File: src/rtl/rxb_pkg.sv
package rxb_pkg;

    localparam int ID_W   = 29;
    localparam int DLC_W  = 4;
    localparam int DATA_W = 64;
    localparam int FIDX_W = 3;
    localparam int NBUF   = 2;
    localparam int SEL_W  = (NBUF > 1) ? $clog2(NBUF) : 1;

    typedef enum logic [1:0] {
        RXM_FILTER = 2'b00,
        RXM_STD    = 2'b01,
        RXM_EXT    = 2'b10,
        RXM_ALL    = 2'b11
    } rx_mode_e;

    typedef struct packed {
        logic [ID_W-1:0]   id;
        logic              ext;
        logic              rtr;
        logic [DLC_W-1:0]  dlc;
        logic [DATA_W-1:0] data;
    } rx_frame_t;

    typedef struct packed {
        logic [NBUF-1:0] load;
        logic [NBUF-1:0] ovf_set;
        logic            rolled;
    } route_t;

    // Does one buffer take the staged frame, judged on its own mode and filter?
    function automatic logic admits(input rx_mode_e m, input logic acc,
                                    input logic ext, input logic done,
                                    input logic err);
        logic r;
        r = 1'b0;
        unique case (m)
            RXM_FILTER: r = done & acc;
            RXM_STD:    r = done & acc & ~ext;
            RXM_EXT:    r = done & acc & ext;
            RXM_ALL:    r = done | err;
            default:    r = 1'b0;
        endcase
        return r;
    endfunction

endpackage

File: src/rtl/rxb_route.sv
module rxb_route
    import rxb_pkg::*;
(
    input  logic            done,
    input  logic            err,
    input  logic            ext,
    input  logic [NBUF-1:0] acc,
    input  rx_mode_e        mode0,
    input  rx_mode_e        mode1,
    input  logic [NBUF-1:0] full,
    input  logic            roll_en,
    output route_t          rt
);

    logic want0, want1;

    always_comb begin
        want0 = admits(mode0, acc[0], ext, done, err);
        want1 = admits(mode1, acc[1], ext, done, err);
        rt    = '0;
        if (want0 && !full[0]) begin
            rt.load[0] = 1'b1;
        end else if (want0) begin
            if (roll_en) begin
                // rollover: buffer 1's own check is bypassed
                if (!full[1]) begin
                    rt.load[1] = 1'b1;
                    rt.rolled  = 1'b1;
                end else begin
                    rt.ovf_set[1] = 1'b1;
                end
            end else if (want1 && !full[1]) begin
                rt.load[1] = 1'b1;
            end else begin
                rt.ovf_set[0] = 1'b1;
                rt.ovf_set[1] = want1;
            end
        end else if (want1) begin
            if (!full[1]) rt.load[1] = 1'b1;
            else          rt.ovf_set[1] = 1'b1;
        end
    end

endmodule

File: src/rtl/rxb_slot.sv
module rxb_slot
    import rxb_pkg::*;
(
    input  logic              clk,
    input  logic              rst,
    input  logic              load,
    input  rx_frame_t         din,
    input  logic [FIDX_W-1:0] fidx_in,
    input  logic              clr_full,
    input  logic              ovf_set,
    input  logic              clr_ovf,
    output logic              full,
    output logic              ovf,
    output rx_frame_t         held,
    output logic [FIDX_W-1:0] fidx
);

    always_ff @(posedge clk) begin
        if (rst) begin
            full <= 1'b0;
            ovf  <= 1'b0;
            held <= '0;
            fidx <= '0;
        end else begin
            if (load) begin
                held <= din;
                fidx <= fidx_in;
                full <= 1'b1;
            end else if (clr_full) begin
                full <= 1'b0;
            end
            if (ovf_set)      ovf <= 1'b1;
            else if (clr_ovf) ovf <= 1'b0;
        end
    end

endmodule

File: src/rtl/rxb_ctrl.sv
module rxb_ctrl
    import rxb_pkg::*;
(
    input  logic              clk,
    input  logic              rst,
    input  logic              frame_done,
    input  logic              frame_err,
    input  logic [ID_W-1:0]   stage_id,
    input  logic              stage_ext,
    input  logic              stage_rtr,
    input  logic [DLC_W-1:0]  stage_dlc,
    input  logic [DATA_W-1:0] stage_data,
    input  logic [NBUF-1:0]   acc_hit,
    input  logic [FIDX_W-1:0] acc_idx0,
    input  logic [FIDX_W-1:0] acc_idx1,
    input  logic [1:0]        mode0,
    input  logic [1:0]        mode1,
    input  logic              roll_en,
    input  logic [NBUF-1:0]   irq_en,
    input  logic [NBUF-1:0]   clr_full,
    input  logic [NBUF-1:0]   clr_ovf,
    input  logic [SEL_W-1:0]  rd_sel,
    output logic [NBUF-1:0]   full,
    output logic [NBUF-1:0]   irq,
    output logic [NBUF-1:0]   ovf,
    output logic [ID_W-1:0]   rd_id,
    output logic              rd_ext,
    output logic              rd_rtr,
    output logic [DLC_W-1:0]  rd_dlc,
    output logic [DATA_W-1:0] rd_data,
    output logic [FIDX_W-1:0] rd_fidx
);

    rx_frame_t         staged;
    route_t            rt;
    rx_frame_t         held_w [NBUF];
    logic [FIDX_W-1:0] fidx_w [NBUF];
    logic [FIDX_W-1:0] idx_in [NBUF];
    rx_frame_t         rd_frame;

    always_comb begin
        staged.id   = stage_id;
        staged.ext  = stage_ext;
        staged.rtr  = stage_rtr;
        staged.dlc  = stage_dlc;
        staged.data = stage_data;
    end

    rxb_route u_route (
        .done    (frame_done),
        .err     (frame_err),
        .ext     (stage_ext),
        .acc     (acc_hit),
        .mode0   (rx_mode_e'(mode0)),
        .mode1   (rx_mode_e'(mode1)),
        .full    (full),
        .roll_en (roll_en),
        .rt      (rt)
    );

    // a rolled frame keeps the index of the buffer-0 filter that matched
    always_comb begin
        idx_in[0] = acc_idx0;
        idx_in[1] = rt.rolled ? acc_idx0 : acc_idx1;
    end

    for (genvar g = 0; g < NBUF; g++) begin : g_slot
        rxb_slot u_slot (
            .clk      (clk),
            .rst      (rst),
            .load     (rt.load[g]),
            .din      (staged),
            .fidx_in  (idx_in[g]),
            .clr_full (clr_full[g]),
            .ovf_set  (rt.ovf_set[g]),
            .clr_ovf  (clr_ovf[g]),
            .full     (full[g]),
            .ovf      (ovf[g]),
            .held     (held_w[g]),
            .fidx     (fidx_w[g])
        );
        assign irq[g] = full[g] & irq_en[g];
    end

    always_comb begin
        rd_frame = held_w[rd_sel];
        rd_fidx  = fidx_w[rd_sel];
        rd_id    = rd_frame.id;
        rd_ext   = rd_frame.ext;
        rd_rtr   = rd_frame.rtr;
        rd_dlc   = rd_frame.dlc;
        rd_data  = rd_frame.data;
    end

endmodule

File: config.mk
export PLATFORM = sky130hd
export DESIGN_NAME = rxb_ctrl
export DESIGN_NICKNAME = d
export VERILOG_FILES = /design/src/rtl/rxb_pkg.sv /design/src/rtl/rxb_route.sv /design/src/rtl/rxb_slot.sv /design/src/rtl/rxb_ctrl.sv
export SDC_FILE = /design/constraint.sdc
export NUM_CORES = 1
export LEC_CHECK = 0
export ABC_AREA = 1
export BUFFER_PORTS_ARGS = -buffer_cell sky130_fd_sc_hd__buf_2
export CORE_ASPECT_RATIO = 1.75
export CORE_UTILIZATION = 55
export CTS_CLUSTER_SIZE = 16
export DETAILED_ROUTE_END_ITERATION = 10
export MAX_ROUTING_LAYER = met4
export PLACE_DENSITY = 0.83
export SLEW_MARGIN = 20
export SYNTH_ARGS = -nofsm -noshare
export SYNTH_HDL_FRONTEND = slang
export SYNTH_HIERARCHICAL = 1
export SYNTH_SLANG_ARGS = --single-unit
File: constraint.sdc
create_clock -name clk -period 5.4 [get_ports clk]
set_input_delay 1.08 -clock clk [delete_from_list [all_inputs] [get_ports clk]]
set_output_delay 1.08 -clock clk [all_outputs]
set_load 0.01 [all_outputs]
== Word level (Yosys, flattened, before mapping) ==
Cells that the tools add are included.

* Latch bits: 0
* RAM bits: 0
* Flip-flop bits (word level): 208
* Output and inout port bits: 108
* Word-level logic and storage cells: 77
* Input port bits: 123
* ROM bits: 0
* Memories: 0

* Div/mod/pow operators: 0
* Reduce and logical (&&, ||, !) cells: 10
* Magnitude comparators: 1
* $mul: 0
* Equality and inequality tests: 6
* Add/subtract/negate cells: 0
* Bitwise operators: 11
* Shift-type cells: 0
* Muxes and demuxes: 33

{| class="wikitable"
|+ Operators by type and width
! cell !! count
|-
| two-way mux 99 bit || 3
|-
| two-way mux 1 bit || 21
|-
| two-way mux 3 bit || 5
|-
| bitwise AND 1 bit || 8
|-
| == test 2 bit, second input constant || 4
|-
| one-hot mux 1 bit (4 select lines) || 2
|-
| nonzero test 2 bit || 4
|-
| == test 2 x 1 -> 1 bit, second input constant || 2
|-
| logical NOT 2 bit || 2
|-
| two-way mux 2 bit || 2
|-
| >= comparator 2 bit, second input constant || 1
|-
| logical AND 1 bit || 2
|-
| logical NOT 1 bit || 2
|-
| inverter 1 -> 2 bit || 1
|-
| inverter 1 bit || 1
|-
| OR 1 bit || 1
|}

== Logic depth before layout (Yosys ltp) ==
Gate-level depths: netlist (run 1).

* Depth after elaboration: 9
* Mapped depth: 17
* Mapped depth without buffers: 15

== Modules after synthesis ==
Netlist (run 1), hierarchy kept.

{| class="wikitable"
|+ Modules (own cells, without submodules)
! module !! seq. area each (um^2) !! instances !! area an instance (um^2) !! cells an instance
|-
| rxb_slot || 2082.0 || 2 || 3613.5 || 452
|-
| rxb_ctrl || 0.0 || 1 || 1311.3 || 343
|-
| rxb_route || 0.0 || 1 || 280.3 || 48
|}

== Worst setup path after synthesis (run 1) ==
OpenSTA, ideal clock, no wires.

* Kind: input port to output port
* Start: input port rd_sel
* End: output port rd_data[19]
* Required time: 4320 ps
* Setup slack: 2719 ps
* Buffers on the path: 2
* Stages on the path: 5
* Arrival: 1601 ps
* Cell sequence: inv_2 -> buf_2 -> buf_2 -> nand2_1 -> nand2_1

* Longest elaborated chain between the ends: 4

{| class="wikitable"
|+ Ends and longest elaborated chain
! what !! line !! source
|-
| start: declaration || rxb_ctrl.sv:22 || <nowiki>input logic [SEL_W-1:0] rd_sel,</nowiki>
|-
| inverter 1 -> 2 bit (not written as such) || rxb_ctrl.sv:86 || <nowiki>rd_frame = held_w[rd_sel];</nowiki>
|-
| two-way mux 99 bit (not written as such) (3 in series) || rxb_ctrl.sv:86 ||
|-
| end: declaration || rxb_ctrl.sv:30 || <nowiki>output logic [DATA_W-1:0] rd_data,</nowiki>
|}

No other way between the ends. The select of a mux whose other input is x is not followed.

== Worst setup path in the final report (run 1) ==
* Start: input port rd_sel
* End: output port rd_data[40]

Same word-level chain as after synthesis.

==> results of run 1 <==
==> state kept, by name, summed over array words and instances, names as in the netlist <==
signal and cells:
g_slot.u_slot/fidx 6, g_slot.u_slot/full 2, g_slot.u_slot/held 198, g_slot.u_slot/ovf 2
==> power groups by stage <==
stage	clock (mW)	combinational, mW	sequential [mW]
finish	1.39	0.654	1.78
detailed placement	0	0.648	1.81
global route	1.47	0.731	1.80
floorplan	0	0.442	1.79
CTS	1.41	0.653	1.78
global placement	0	0.635	1.81
==> placed cells by master, fill, tap and decap left out, types with 3 or more instances in the layout <==
| master | count |
|---|---|
| clkbuf_16 | 21 |
| nor2_1 | 411 |
| inv_1 | 22 |
| buf_4 | 10 |
| nand2_1 | 334 |
| clkinv_2 | 7 |
| nand3_1 | 4 |
| clkbuf_1 | 6 |
| dfxtp_1 | 208 |
| a21oi_1 | 3 |
| clkbuf_8 | 4 |
| buf_2 | 229 |
| a21oi_2 | 3 |
| o21ai_0 | 202 |
| ha_1 | 6 |
==> stage by stage <==
stage / instances / worst slack [ns] / cell area [µm²]
floorplan: 1295 / 2.72 / 8820
global placement: 1633 / 1.64 / 9770
detailed placement: 1633 / 1.62 / 9770
CTS: 1668 / 1.63 / 10400
global route: 1669 / 1.50 / 10400
finish: 1669 / 1.64 / 10400
==> routing by layer <==
layer	GRT usage	vias to the layer above	routed length [µm]
met1	0.339	4011	9380
met2	0.507	384	12100
met3	0.0395	87	1770
li1	-	4357	-
met4	0.165	0	1270
met5	-	-	0
==> worst paths after layout <==
check	start	end	cells past startpoint
setup / recovery	rd_sel	rd_data[40]	6
hold / removal	g_slot[1].u_slot/ovf	g_slot[1].u_slot/ovf	2
setup reg to reg	g_slot[0].u_slot/full	g_slot[1].u_slot/held[3]	8
hold reg to reg	g_slot[1].u_slot/ovf	g_slot[1].u_slot/ovf	2
==> worst max-delay path: stages <==
cell,delay (ns)
buf_4,0.25
clkinv_2,0.56
buf_12,0.44
nand2_1,0.09
nand2_1,0.06
buf_2,0.14
==> area by class of cell <==
class / instances / area [µm²] / area share
antenna: 1 / 2.50 / 0.000240
multi-input combinational: 971 / 4020 / 0.386
tap: 186 / 233 / 0.0223
clock buffer: 31 / 603 / 0.0579
clock inverter: 4 / 48.8 / 0.00468
inverter: 28 / 111 / 0.0107
timing repair buffer: 240 / 1240 / 0.119
sequential: 208 / 4160 / 0.399
==> cells by family (layout without fill, tap and decap cells) <==
family | count (synthesis) | after routing | synth area share
AND/OR/NAND/NOR | 755 | 755 | 0.326
AO/OA/AOI/OAI | 210 | 210 | 0.120
flip-flops | 208 | 208 | 0.472
buffers and inverters | 116 | 303 | 0.0728
adder cells (fa/ha/maj) | 6 | 6 | 0.00851
other | 0 | 1 | 0
==> results.toml, run 1 <==
[power_and_ir_drop]
power_mw = 3.83
power_frac_seq = 0.466
swShare = 0.283
p_sw_mw = 1.08
powerDensity_nw_per_um2 = 368
combPwrFrac = 0.171
vdd_drop_max_mv = 0.297
pwr-share-clk = 0.364
intPower_mw = 2.75
p_leak_nw = 5.50

[floorplanning]
die_h_um = 170
die_w_um = 97.7
core_um2 = 15500
start_util = 0.567
io_pins = 231
die-area_um2 = 16600
rows = 60

[min_path]
min_path_type = "reg -> reg"

[clock_tree]
cts_setup_buffers = 0
h-tree-depth = 1
root_buffer = "clkbuf_16"
cts_tree = "yes"
cts_resized = 0
hold_buffers = 0
cts_sinks = 208
clk_pin_slew_worst_paths_ns = 0.06
clockBufferDepth = 3
numCtsBuffers = 20
clock_latency_ns = 0.49

[yosys]
ys_warn_count = 6
synth_most_common_cell = "nor2_1"
synth.distinct_cells = 19
yosys-top-cells-area = "dfxtp_1, nor2_1, nand2_1, o21ai_0, buf_2"
async_flop_share = 0
synthFlopType = "dfxtp_1"
syn_area_um2 = 8820
ys_ff_latch = 208
yosysTopAreaCellShare = 0.472
synth_area_leader_cell = "dfxtp_1"
synth_edf_count = 0
syn_nets = 1424
synth_area_per_cell_um2 = 6.81
postSynthCellCount = 1295
synth_commonest_cells = "nor2_1, nand2_1, dfxtp_1, o21ai_0, buf_2"
ys_seq_area_frac = 0.472

[cells_and_area]
post-route-util = 0.671
syn2layout_area_growth_pct = 18.2
drive_above_1_share = 0.192
layout.nets = 1598
nFillCells = 1436

[routing]
num_vias = 8839
wl_mm = 24.5
drc = 26
drtIter0Drc = 575
first_pass_iters = 8
vias_per_cell = 5.30
post_drt_wl_per_cell_um = 14.7
ant_nets = 0

[timing]
whs_ns = 0.477
hold_viol = 0
slew_headroom = 0.342
post-route-period-util = 0.696
period_minus_slack_ns = 3.76
rsz0062_at_grt = "no"
setup_viol = 0
tns_ns = 0
slew_violations = 0
timing.fmax_mhz = 266
skew_ns = 0.00711
worstMarginPinSlew_ns = 0.988

[grt]
grt_pass1_vias = 8394
grt_usage = 0.298
antenna_found_initial = 1
grt_pass1_wl_mm = 39.3
grt_max_degree = 103
grt-ovfl-total = 0

[placed_design]
gp_congestion = 0.878
port_buffers = 230
dpl.hpwl_mm = 14.8

[run]
maxCapViolations = 0

[critical_path]
start_kind = "input pin"
crit_fanout = 62
required_ns = 4.32
cp.arrival_ns = 2.68
worst_setup_path_end_kind = "output port"
reg2reg_slack_ns = 3.08
worstSetupPathType = "in -> out"

[outcome]
status = "finished, violations left"
violations = "design-rule violations"
No activity file was read; power rests on OpenSTA's default activity.
==> inputs of run 2 (changes only) <==
--- a/config.mk
+++ b/config.mk
@@ -8,11 +8,11 @@
 export ABC_AREA = 1
 export BUFFER_PORTS_ARGS = -buffer_cell sky130_fd_sc_hd__buf_2
 export CORE_ASPECT_RATIO = 1.75
-export CORE_UTILIZATION = 55
+export CORE_UTILIZATION = 53
 export CTS_CLUSTER_SIZE = 16
 export DETAILED_ROUTE_END_ITERATION = 10
 export MAX_ROUTING_LAYER = met4
-export PLACE_DENSITY = 0.83
+export PLACE_DENSITY = 0.8
 export SLEW_MARGIN = 20
 export SYNTH_ARGS = -nofsm -noshare
 export SYNTH_HDL_FRONTEND = slang
==> constraint.sdc (replaced) <==
create_clock -name clk -period 3.8 [get_ports clk]
set_input_delay 0.76 -clock clk [delete_from_list [all_inputs] [get_ports clk]]
set_output_delay 0.76 -clock clk [all_outputs]
set_load 0.01 [all_outputs]
==> results.toml, run 2 (synthesized netlist as in run 1, its figures left out) <==
[run]
maxCapViolations = 0

[timing]
period_minus_slack_ns = 2.62
slew_headroom = 0.545
timing.fmax_mhz = 382
finalWorstSetupSlack_ns = 1.18
tns_ns = 0
rsz0062_at_grt = "no"
skew_ns = 0.00707
worstMarginPinSlew_ns = 0.682
post-route-period-util = 0.689
whs_ns = 0.470
setup_viol = 0
hold_viol = 0
slew_violations = 0

[floorplanning]
rows = 62
start_util = 0.539
die_w_um = 99.5
die-area_um2 = 17200
io_pins = 231
core_um2 = 16400
die_h_um = 173

[cells_and_area]
layout.nets = 1597
syn2layout_area_growth_pct = 18.5
final_cells = 1705
regMostFlops = "g_slot.u_slot/held"
layout_commonest_cell = "nor2_1"
drive_above_1_share = 0.190
reg.largest.list = "g_slot.u_slot/held (198), g_slot.u_slot/fidx (6)"
largest_register_ffs = 198
most-common-layout-cells = "nor2_1, nand2_1, buf_2"

[routing]
wl_met2_mm = 12.1
post_drt_wl_per_cell_um = 14.2
drc = 0
drtIter0Drc = 534
num_vias = 8863
vias_per_cell = 5.20
wl_mm = 24.3
wl_met1_mm = 9.59
highest_layer = "met4"
wl_met3_mm = 1.53
first_pass_iters = 5
ant_nets = 0

[placed_design]
place_inst = 1671
dpl.hpwl_mm = 14.5
place_ws_ns = 1.15
gp_congestion = 0.823
port_buffers = 230

[clock_tree]
clk_pin_slew_worst_paths_ns = 0.06
numCtsBuffers = 19
cts_tree = "yes"
cts_setup_buffers = 0
cts_resized = 0
clockBufferDepth = 3
hold_buffers = 0
h-tree-depth = 1
cts_sinks = 208
root_buffer = "clkbuf_16"
clock_latency_ns = 0.48

[critical_path]
cp.arrival_ns = 1.86
max_stage_delay_ns = 0.55
worstSetupPathType = "in -> out"
endpoint = "rd_data[56]"
startpoint = "rd_sel"
crit_chain = "buf_4 > inv_2 > buf_4 > nand2_1 > nand2_1 > buf_2"
start_kind = "input pin"
r2r-end = "g_slot[1].u_slot/held[68]"
r2r_cells = 8
reg2reg_slack_ns = 2.11
worst_setup_path_end_kind = "output port"
required_ns = 3.04
worstReg2RegStart = "g_slot[0].u_slot/full"
worst_path_max_delay_cell = "buf_4"
crit_fanout = 63

[grt]
antenna_found_initial = 5
grt_max_degree = 103
grt_usage = 0.288
grt_pass1_wl_mm = 39.3
grt_pass1_vias = 8427
grt-ovfl-total = 0

[outcome]
status = "complete, no violations"

[power_and_ir_drop]
powerDensity_nw_per_um2 = 507
vdd_drop_max_mv = 0.372
p_leak_nw = 5.48

[min_path]
min_path_type = "reg -> reg"
run 2: layout make-up:
class | count | area [µm²]
well taps | 224 | 280
clock buffers | 25 | 528
repair buffers | 240 | 1290
multi-input cells | 971 | 4020
flip-flops and latches | 208 | 4160
inverters | 28 | 110
fillers | 1524 | 5910
clock inverters | 4 | 47.5
diodes | 5 | 12.5
run 2: metrics by stage:
stage | utilization | power, mW | area, µm²
floorplan | - | 3.17 | 8820
finish | 0.639 | 5.30 | 10500
global placement | 0.603 | 3.48 | 9870
global route | 0.639 | 5.55 | 10500
CTS | 0.638 | 5.33 | 10400
detailed placement | 0.603 | 3.51 | 9870
run 2: worst min path at each step:
| stage | start | to | slack (ns) | cells past startpoint |
|---|---|---|---|---|
| finish | g_slot[1].u_slot/ovf | g_slot[1].u_slot/ovf | 0.47 | 2 |
| global route | g_slot[0].u_slot/ovf | g_slot[0].u_slot/ovf | 0.50 | 2 |
| CTS | g_slot[1].u_slot/ovf | g_slot[1].u_slot/ovf | 0.47 | 2 |
| detailed placement | g_slot[1].u_slot/ovf | g_slot[1].u_slot/ovf | 0.45 | 2 |
| global placement | g_slot[1].u_slot/ovf | g_slot[1].u_slot/ovf | 0.46 | 2 |
| floorplan | g_slot[0].u_slot/held[86] | g_slot[0].u_slot/held[86] | 0.45 | 2 |
run 2: power by group:
part | internal [mW] | switching [mW]
clock network | 1.04 | 0.787
logic | 0.334 | 0.601
registers | 2.42 | 0.115
run 2: critical path: cells and delay by family:
kind | cells | cell delay, ns
simple gates | 2 | 0.22
buf+inv | 4 | 0.86
run 2: routing by layer:
metal	vias to the layer above	global-route usage
met5	-	-
met4	0	0.134
met3	70	0.0380
met2	334	0.493
met1	4099	0.328
li1	4360	-
==> inputs of run 3 (changes only) <==
==> constraint.sdc (replaced) <==
create_clock -name clk -period 2.46 [get_ports clk]
set_input_delay 0.492 -clock clk [delete_from_list [all_inputs] [get_ports clk]]
set_output_delay 0.492 -clock clk [all_outputs]
set_load 0.01 [all_outputs]
==> results.toml, run 3 (synthesized netlist as in run 1, its figures left out) <==
[timing]
skew_ns = 0.00595
setup_viol = 0
hold_viol = 0
period_minus_slack_ns = 1.84
slew_headroom = 0.699
rsz0062_at_grt = "no"
timing.fmax_mhz = 544
post-route-period-util = 0.747
tns_ns = 0
slew_violations = 0
whs_ns = 0.245
worstMarginPinSlew_ns = 0.452

[run]
maxCapViolations = 0

[power_and_ir_drop]
power_mw = 8.33
p_leak_nw = 5.57
powerDensity_nw_per_um2 = 785
vdd_drop_max_mv = 0.582

[cells_and_area]
largest_register_ffs = 198
layout_commonest_cell = "nor2_1"
regMostFlops = "g_slot.u_slot/held"
final_cells = 1715
most-common-layout-cells = "nor2_1, nand2_1, buf_2"
syn2layout_area_growth_pct = 20.3
drive_above_1_share = 0.197
layout.nets = 1605
reg.largest.list = "g_slot.u_slot/held (198), g_slot.u_slot/fidx (6)"

[critical_path]
crit_fanout = 51
crit_top_cell = "nand2_1"
r2r-end = "g_slot[1].u_slot/held[75]"
r2r_cells = 7
start_kind = "input pin"
reg2reg_slack_ns = 0.92
worstReg2RegStart = "g_slot[0].u_slot/full"
crit_chain = "buf_4 > inv_2 > buf_12 > nand2_1 > nand2_1 > buf_2"
worstSetupPathType = "in -> out"
cp.arrival_ns = 1.35
worst_setup_path_end_kind = "output port"
max_stage_delay_ns = 0.24
worst_path_max_delay_cell = "buf_12"
required_ns = 1.97

[min_path]
hp-start = "stage_data[0]"
min_path_type = "in -> reg"
hold_end = "g_slot[0].u_slot/held[0]"
hold_depth = 3

[clock_tree]
cts_resized = 0
clock_latency_ns = 0.48
clockBufferDepth = 3
h-tree-depth = 1
numCtsBuffers = 20
clk_pin_slew_worst_paths_ns = 0.06
hold_buffers = 0
cts_sinks = 208
cts_tree = "yes"
root_buffer = "clkbuf_16"
cts_setup_buffers = 0

[placed_design]
gp_congestion = 0.814
port_buffers = 230
dpl.hpwl_mm = 14.5
place_inst = 1678

[grt]
grt_pass1_vias = 8246
grt_max_degree = 103
grt-ovfl-total = 0
grt_usage = 0.284
antenna_found_initial = 1
grt_pass1_wl_mm = 39.0

[floorplanning]
rows = 62
core_um2 = 16400
die-area_um2 = 17200
io_pins = 231
die_h_um = 173
die_w_um = 99.5
start_util = 0.539

[routing]
first_pass_iters = 5
num_vias = 8825
post_drt_wl_per_cell_um = 13.9
vias_per_cell = 5.15
drc = 0
wl_mm = 23.8
ant_nets = 0
drtIter0Drc = 577

[outcome]
status = "complete, no violations"
-- run 3: area by class of cell --
cell class | count | area [µm²]
Fill cell | 1520 | 5760
Sequential cell | 208 | 4160
Multi-Input combinational cell | 971 | 4020
Timing Repair Buffer | 247 | 1410
Clock buffer | 29 | 586
Tap cell | 224 | 280
Inverter | 28 | 108
Clock inverter | 7 | 41.3
Antenna cell | 1 | 2.50
-- run 3: worst max path at each step --
| stage | slack [ns] | end | cells past startpoint | start |
|---|---|---|---|---|
| finish | 0.62 | rd_id[14] | 6 | rd_sel |
| global route | 0.54 | rd_data[5] | 6 | rd_sel |
| CTS | 0.64 | rd_ext | 6 | rd_sel |
| detailed placement | 0.24 | g_slot[1].u_slot/held[5] | 15 | mode0[0] |
| global placement | 0.32 | g_slot[1].u_slot/held[79] | 15 | mode0[0] |
| floorplan | 0.41 | g_slot[1].u_slot/held[87] | 15 | mode0[0] |
-- run 3: worst max-delay path, delay by kind of cell --
family                 cells  cell delay [ns]
buffers and inverters      4             0.61
AND/OR/NAND/NOR            2             0.20
-- run 3: layer usage --
metal	share of wire	vias to the layer above	GRT usage	wire length, µm
li1	-	4380	-	-
met1	0.40	4034	0.337	9580
met2	0.49	334	0.474	11700
met3	0.057	77	0.0311	1350
met4	0.046	0	0.139	1110
met5	0	-	-	0
-- run 3: through the flow --
step | area [µm²] | worst slack, ns | utilization
2_1_floorplan | 8820 | 0.408 | -
3_3_place_gp | 9980 | 0.319 | 0.610
3_5_place_dp | 9980 | 0.243 | 0.610
4_1_cts | 10600 | 0.636 | 0.648
5_1_grt | 10600 | 0.541 | 0.648
6_report | 10600 | 0.622 | 0.648
-- run 3: power by group --
group | switching, mW | total [mW] | internal (mW)
Combinational | 0.945 | 1.49 | 0.543
Clock | 1.27 | 2.93 | 1.67
Sequential | 0.167 | 3.91 | 3.74
